[src/rtl/sram_ctrl_pkg.sv]
package sram_ctrl_pkg;

  typedef enum logic [2:0] {
    ST_IDLE   = 3'd0,
    ST_RD     = 3'd1,
    ST_WSET   = 3'd2,
    ST_WPULSE = 3'd3,
    ST_WREC   = 3'd4
  } ctrl_state_t;

  function automatic int max2(input int a, input int b);
    return (a > b) ? a : b;
  endfunction

endpackage

[src/rtl/sram_phase_timer.sv]
module sram_phase_timer #(
  parameter int CNT_W = 4
) (
  input  logic             clk,
  input  logic             rst,
  input  logic             load,
  input  logic [CNT_W-1:0] load_val,
  output logic             done
);

  logic [CNT_W-1:0] cnt_q;

  always_ff @(posedge clk) begin
    if (rst) begin
      cnt_q <= '0;
    end else if (load) begin
      cnt_q <= load_val;
    end else if (cnt_q != '0) begin
      cnt_q <= cnt_q - 1'b1;
    end
  end

  assign done = (cnt_q == '0);

endmodule

[src/rtl/sram_ctrl_fsm.sv]
module sram_ctrl_fsm
  import sram_ctrl_pkg::*;
#(
  parameter int ADDR_W   = 17,
  parameter int ACC_CYC  = 1,
  parameter int WP_CYC   = 1,
  parameter int TURN_CYC = 1,
  parameter int REC_CYC  = 1,
  parameter int CNT_W    = 4
) (
  input  logic              clk,
  input  logic              rst,
  input  logic              req_valid,
  input  logic              req_write,
  input  logic [ADDR_W-1:0] req_addr,
  input  logic              tmr_done,
  output logic              tmr_load,
  output logic [CNT_W-1:0]  tmr_val,
  output logic              req_ready,
  output logic              accept_wr,
  output logic              pulse_start,
  output logic              pulse_end,
  output logic              capture,
  output logic [ADDR_W-1:0] mem_addr,
  output logic              mem_cs_n,
  output logic              mem_we_n,
  output logic              mem_oe_n
);

  localparam logic [CNT_W-1:0] ACC_LD  = CNT_W'(ACC_CYC - 1);
  localparam logic [CNT_W-1:0] WP_LD   = CNT_W'(WP_CYC - 1);
  localparam logic [CNT_W-1:0] TURN_LD = CNT_W'(TURN_CYC - 1);
  localparam logic [CNT_W-1:0] REC_LD  = CNT_W'(REC_CYC - 1);

  ctrl_state_t state_q, state_d;
  logic        accept;
  logic        accept_rd;
  logic        wr_done;

  assign accept    = (state_q == ST_IDLE) && req_valid;
  assign accept_rd = accept && !req_write;
  assign accept_wr = accept && req_write;

  always_comb begin
    state_d     = state_q;
    tmr_load    = 1'b0;
    tmr_val     = '0;
    pulse_start = 1'b0;
    pulse_end   = 1'b0;
    capture     = 1'b0;
    wr_done     = 1'b0;
    unique case (state_q)
      ST_IDLE: begin
        if (accept_rd) begin
          state_d  = ST_RD;
          tmr_load = 1'b1;
          tmr_val  = ACC_LD;
        end else if (accept_wr) begin
          state_d  = ST_WSET;
          tmr_load = 1'b1;
          tmr_val  = TURN_LD;
        end
      end
      ST_RD: begin
        if (tmr_done) begin
          capture = 1'b1;
          state_d = ST_IDLE;
        end
      end
      ST_WSET: begin
        if (tmr_done) begin
          pulse_start = 1'b1;
          state_d     = ST_WPULSE;
          tmr_load    = 1'b1;
          tmr_val     = WP_LD;
        end
      end
      ST_WPULSE: begin
        if (tmr_done) begin
          pulse_end = 1'b1;
          state_d   = ST_WREC;
          tmr_load  = 1'b1;
          tmr_val   = REC_LD;
        end
      end
      ST_WREC: begin
        if (tmr_done) begin
          wr_done = 1'b1;
          state_d = ST_IDLE;
        end
      end
      default: state_d = ST_IDLE;
    endcase
  end

  always_ff @(posedge clk) begin
    if (rst) begin
      state_q   <= ST_IDLE;
      req_ready <= 1'b1;
      mem_addr  <= '0;
      mem_cs_n  <= 1'b1;
      mem_we_n  <= 1'b1;
      mem_oe_n  <= 1'b1;
    end else begin
      state_q   <= state_d;
      req_ready <= (state_d == ST_IDLE);
      if (accept) begin
        mem_addr <= req_addr;
      end
      if (accept) begin
        mem_cs_n <= 1'b0;
      end else if (capture || pulse_end || wr_done) begin
        mem_cs_n <= 1'b1;
      end
      if (accept_rd) begin
        mem_oe_n <= 1'b0;
      end else if (capture) begin
        mem_oe_n <= 1'b1;
      end
      if (pulse_start) begin
        mem_we_n <= 1'b0;
      end else if (pulse_end) begin
        mem_we_n <= 1'b1;
      end
    end
  end

endmodule

[src/rtl/sram_dq_path.sv]
module sram_dq_path #(
  parameter int DATA_W = 8
) (
  input  logic              clk,
  input  logic              rst,
  input  logic              accept_wr,
  input  logic [DATA_W-1:0] req_wdata,
  input  logic              pulse_start,
  input  logic              pulse_end,
  input  logic              capture,
  input  logic [DATA_W-1:0] mem_dq_i,
  output logic [DATA_W-1:0] mem_dq_o,
  output logic              mem_dq_oe,
  output logic              rsp_valid,
  output logic [DATA_W-1:0] rsp_rdata
);

  always_ff @(posedge clk) begin
    if (rst) begin
      mem_dq_o  <= '0;
      mem_dq_oe <= 1'b0;
      rsp_valid <= 1'b0;
      rsp_rdata <= '0;
    end else begin
      if (accept_wr) begin
        mem_dq_o <= req_wdata;
      end
      if (pulse_start) begin
        mem_dq_oe <= 1'b1;
      end else if (pulse_end) begin
        mem_dq_oe <= 1'b0;
      end
      rsp_valid <= capture;
      if (capture) begin
        rsp_rdata <= mem_dq_i;
      end
    end
  end

endmodule

[src/rtl/sram_bus_ctrl.sv]
module sram_bus_ctrl
  import sram_ctrl_pkg::*;
#(
  parameter int ADDR_W   = 17,
  parameter int DATA_W   = 8,
  parameter int ACC_CYC  = 1,
  parameter int WP_CYC   = 1,
  parameter int TURN_CYC = 1,
  parameter int REC_CYC  = 1
) (
  input  logic              clk,
  input  logic              rst,
  input  logic              req_valid,
  output logic              req_ready,
  input  logic              req_write,
  input  logic [ADDR_W-1:0] req_addr,
  input  logic [DATA_W-1:0] req_wdata,
  output logic              rsp_valid,
  output logic [DATA_W-1:0] rsp_rdata,
  output logic [ADDR_W-1:0] mem_addr,
  output logic              mem_cs_n,
  output logic              mem_we_n,
  output logic              mem_oe_n,
  output logic [DATA_W-1:0] mem_dq_o,
  output logic              mem_dq_oe,
  input  logic [DATA_W-1:0] mem_dq_i
);

  localparam int MAX_PH = max2(max2(ACC_CYC, WP_CYC), max2(TURN_CYC, REC_CYC));
  localparam int CNT_W  = $clog2(MAX_PH + 1) + 1;

  logic             tmr_load;
  logic [CNT_W-1:0] tmr_val;
  logic             tmr_done;
  logic             accept_wr;
  logic             pulse_start;
  logic             pulse_end;
  logic             capture;

  sram_phase_timer #(.CNT_W(CNT_W)) u_timer (
    .clk      (clk),
    .rst      (rst),
    .load     (tmr_load),
    .load_val (tmr_val),
    .done     (tmr_done)
  );

  sram_ctrl_fsm #(
    .ADDR_W   (ADDR_W),
    .ACC_CYC  (ACC_CYC),
    .WP_CYC   (WP_CYC),
    .TURN_CYC (TURN_CYC),
    .REC_CYC  (REC_CYC),
    .CNT_W    (CNT_W)
  ) u_fsm (
    .clk         (clk),
    .rst         (rst),
    .req_valid   (req_valid),
    .req_write   (req_write),
    .req_addr    (req_addr),
    .tmr_done    (tmr_done),
    .tmr_load    (tmr_load),
    .tmr_val     (tmr_val),
    .req_ready   (req_ready),
    .accept_wr   (accept_wr),
    .pulse_start (pulse_start),
    .pulse_end   (pulse_end),
    .capture     (capture),
    .mem_addr    (mem_addr),
    .mem_cs_n    (mem_cs_n),
    .mem_we_n    (mem_we_n),
    .mem_oe_n    (mem_oe_n)
  );

  sram_dq_path #(.DATA_W(DATA_W)) u_dq (
    .clk         (clk),
    .rst         (rst),
    .accept_wr   (accept_wr),
    .req_wdata   (req_wdata),
    .pulse_start (pulse_start),
    .pulse_end   (pulse_end),
    .capture     (capture),
    .mem_dq_i    (mem_dq_i),
    .mem_dq_o    (mem_dq_o),
    .mem_dq_oe   (mem_dq_oe),
    .rsp_valid   (rsp_valid),
    .rsp_rdata   (rsp_rdata)
  );

endmodule

[config.mk]
export PLATFORM = sky130hd
export DESIGN_NAME = sram_bus_ctrl
export DESIGN_NICKNAME = d
export VERILOG_FILES = /design/src/rtl/sram_ctrl_pkg.sv /design/src/rtl/sram_phase_timer.sv /design/src/rtl/sram_ctrl_fsm.sv /design/src/rtl/sram_dq_path.sv /design/src/rtl/sram_bus_ctrl.sv
export SDC_FILE = /design/constraint.sdc
export NUM_CORES = 1
export LEC_CHECK = 0
export BUFFER_PORTS_ARGS = -buffer_cell sky130_fd_sc_hd__clkbuf_2
export CAP_MARGIN = 40
export CORE_MARGIN = 2
export CORE_UTILIZATION = 46
export CTS_CLUSTER_SIZE = 25
export DETAILED_ROUTE_END_ITERATION = 16
export PLACE_DENSITY = 0.78
export REMOVE_ABC_BUFFERS = 1
export SLEW_MARGIN = 15
export SYNTH_ARGS = -nofsm -noshare
export SYNTH_HDL_FRONTEND = slang
export SYNTH_SLANG_ARGS = --single-unit
[constraint.sdc]
create_clock -name clk -period 1.67 [get_ports clk]
set_input_delay 0.167 -clock clk [delete_from_list [all_inputs] [get_ports clk]]
set_output_delay 0.167 -clock clk [all_outputs]
set_load 0.05 [all_outputs]
==> summary.md <==
| Metric | Value |
|---|---|
| Final setup vio count | 0 |
| Largest net degree at the start of global routing | 28 |
| Final Hold Fails | 0 |
| # hold bufs at CTS | 0 |
| Largest delay contributor family on the critical path | simple AND/OR/NAND/NOR gates |
| CTS tree | yes |
| Synthesized area | 1720 um2 |
| Via count | 1,620 |
| Routed WL | 3810 um |
| Synth unique cells | 32 |
| Final antenna-violating net count | 0 |
| Overall power | 2.41 mW |
| F_max | 679 MHz |
| Total number of H-tree levels | 2 |
| Initial drt markers | 102 |
| Crit path buf inv count | 0 |
| Final nets | 315 |
| Fraction of layout cells with a size suffix above 1 | 0.343 |
| Setup bufs post-CTS | 0 |
| Placeable Area | 3630 um2 |
| Commonest non-fill, non-tap cell in the layout | clkbuf_2 |
| Cell row count | 22 |
| Setup WS pre-CTS | 0.198 ns |
| Fin crit share | 0.882 |
| Gate Count Post-Synth | 204 |
| Ys Warns | 0 |
| Sequential share of the synthesized area | 0.513 |
| IO Pins | 76 |
| Antenna violations before repair | 0 |
| Setup slack after layout | 0.197 ns |
| Initial Util | 0.472 |
| CP Max Fanout | 27 |
| CP max stage delay | 0.71 ns |
| Top area cells in the synthesized netlist | dfxtp_1 51%, nand2_1 12%, a21oi_1 10% |
| Die height | 65.1 um |
| WP data arrival | 1.64 ns |
| Total of max-cap violations | 0 |
| Fillers | 355 |
| Min-Delay Path Class | in -> reg |
| Clock Root Buffer | clkbuf_8 |
| Relative slew slack | 0.667 |
| Slew Limit Fails | 0 |
| Wire length per cell | 11.7 um |
| Antenna Cells | 0 |
| Peak supply drop | 0.555 mV |
| Congestion Overflow GR | 0 |
| Clk Latency, worst-skew pair | 0.29 ns |
| Total GRT Usage | 0.191 |
| Final Cell Area | 2200 um2 |
| Mean post-synth cell area | 8.41 um2 |
| DP HPWL | 2730 um |
| Clock-pin slew on the worst setup and hold paths | 0.08 ns |
| P&R area growth vs syn | 28.1% |
| Global-route wire length before repair | 6260 um |
| Power per cell area | 1090 nW/um2 |
| Unrepaired setup endpoints after global routing | false |
| GPL Wtd Cong | 0.779 |
| CP Capture Type | flop |
| Post-Place Cell Area | 2120 um2 |
| Final TNS setup | 0 ns |
| Drt drc | 0 |
| Crit-path slowest cell | or4b_4 |
| Status | finished clean |
| Gates resized, CTS repair | 0 |
| Drt first pass iters | 5 |
| PortBufs | 75 |
| Leak | 0.979 nW |
| Crit-path cells | or4b_4 -> o21ai_0 -> a21oi_1 |
| Die X | 65.1 um |
| Worst hold slack | 0.0844 ns |
| Crit path kind | reg -> reg |
| Num CTS Buffers | 5 |
| DR vias/cell | 4.98 |
| Yosys top cell by area | dfxtp_1 |
| CP Launch Type | flop |
| Worst-margin pin slew | 0.499 ns |
| Final min period | 1.47 ns |
| Full die area | 4230 um2 |
| Skew final | 0.00540 ns |
| # clock sinks | 44 |
| Most frequent cells in the layout | 75 x clkbuf_2, 54 x nand2_1, 44 x dfxtp_1 |
| Synth top area share | 0.513 |
| FF+latch count, synth | 44 |
| Data required, critical path | 1.83 ns |
| CTS max path bufs | 2 |
| Vias in the first global route | 1,432 |
## logic make-up (layout without fill, tap and decap cells)
kind of cell / after synthesis / count (layout) / synth area share
AND/OR/NAND/NOR: 83 / 83 / 0.229
AO/OA/AOI/OAI: 54 / 54 / 0.173
flip-flops: 44 / 44 / 0.513
buffers and inverters: 21 / 94 / 0.0715
adder cells (fa/ha/maj): 1 / 1 / 0.00729
multiplexers: 1 / 1 / 0.00584
## cells in the mapped netlist, drive strengths merged
| cell | instances |
|---|---|
| nand2 | 54 |
| dfxtp | 44 |
| a21oi | 36 |
| nand3 | 11 |
| o21ai | 10 |
| clkbuf | 9 |
| buf | 8 |
| inv | 4 |
| nor2 | 4 |
| nor2b | 4 |
| nor3 | 3 |
| a31oi | 2 |
| nand2b | 2 |
| a211oi | 1 |
| a221oi | 1 |
| a22oi | 1 |
| a31o | 1 |
| and3b | 1 |
| ha | 1 |
| mux2i | 1 |
| nand4bb | 1 |
| nor4b | 1 |
| nor4bb | 1 |
| o21bai | 1 |
| o22ai | 1 |
| or4b | 1 |
## worst reg2reg max path: stages (launching register included)
cell and delay (ns):
dfxtp_1 0.33, or4b_4 0.71, o21ai_0 0.22, a21oi_1 0.09
## report_power, final
| part | internal [mW] | switching, mW | total (mW) |
|---|---|---|---|
| Sequential | 1.12 | 0.0367 | 1.16 |
| Combinational | 0.180 | 0.444 | 0.624 |
| Clock | 0.283 | 0.337 | 0.620 |
| Total | 1.59 | 0.817 | 2.41 |
## per-layer routing
layer | GRT usage | part of all wire | vias up | wire, um
met5 | 0 | 0 | - | 0
met4 | 0.0703 | 0.016 | 0 | 61
met3 | 0.0451 | 0.060 | 6 | 228
met2 | 0.320 | 0.48 | 56 | 1810
met1 | 0.238 | 0.45 | 730 | 1710
li1 | - | - | 828 | -
## through the flow
stage	utilization	std cells
after global routing	0.605	325
final	0.605	325
after CTS	0.605	325
after floorplan	-	187
after global placement	0.582	318
after detailed placement	0.582	318
## path summary, 6_finish.rpt
path | slack [ns] | start | to | depth (start not counted)
max reg2reg | 0.20 | u_fsm.state_q[2] | u_dq.mem_dq_o[3] | 3
min | 0.08 | req_addr[11] | u_fsm.mem_addr[11] | 3
max | 0.20 | u_fsm.state_q[2] | u_dq.mem_dq_o[3] | 3
min reg2reg | 0.46 | u_fsm.mem_addr[15] | u_fsm.mem_addr[15] | 2
## sequential cells by signal (all words and copies together) (netlist names)
name             cells
u_dq.mem_dq_oe       1
u_timer.cnt_q        2
u_fsm.mem_oe_n       1
u_fsm.state_q        3
u_fsm.req_ready      1
u_fsm.mem_we_n       1
u_dq.mem_dq_o        8
u_dq.rsp_valid       1
u_fsm.mem_addr      17
u_dq.rsp_rdata       8
u_fsm.mem_cs_n       1
## layout make-up
| class | instances | area, um2 | area share |
|---|---|---|---|
| clock buffer | 5 | 68.8 | 0.0313 |
| sequential | 44 | 881 | 0.401 |
| clock inverter | 2 | 12.5 | 0.00569 |
| multi-input combinational | 139 | 712 | 0.324 |
| timing repair buffer | 83 | 448 | 0.204 |
| tap | 48 | 60.1 | 0.0273 |
| inverter | 4 | 15.0 | 0.00683 |
No activity file was read; power rests on OpenSTA's default activity.
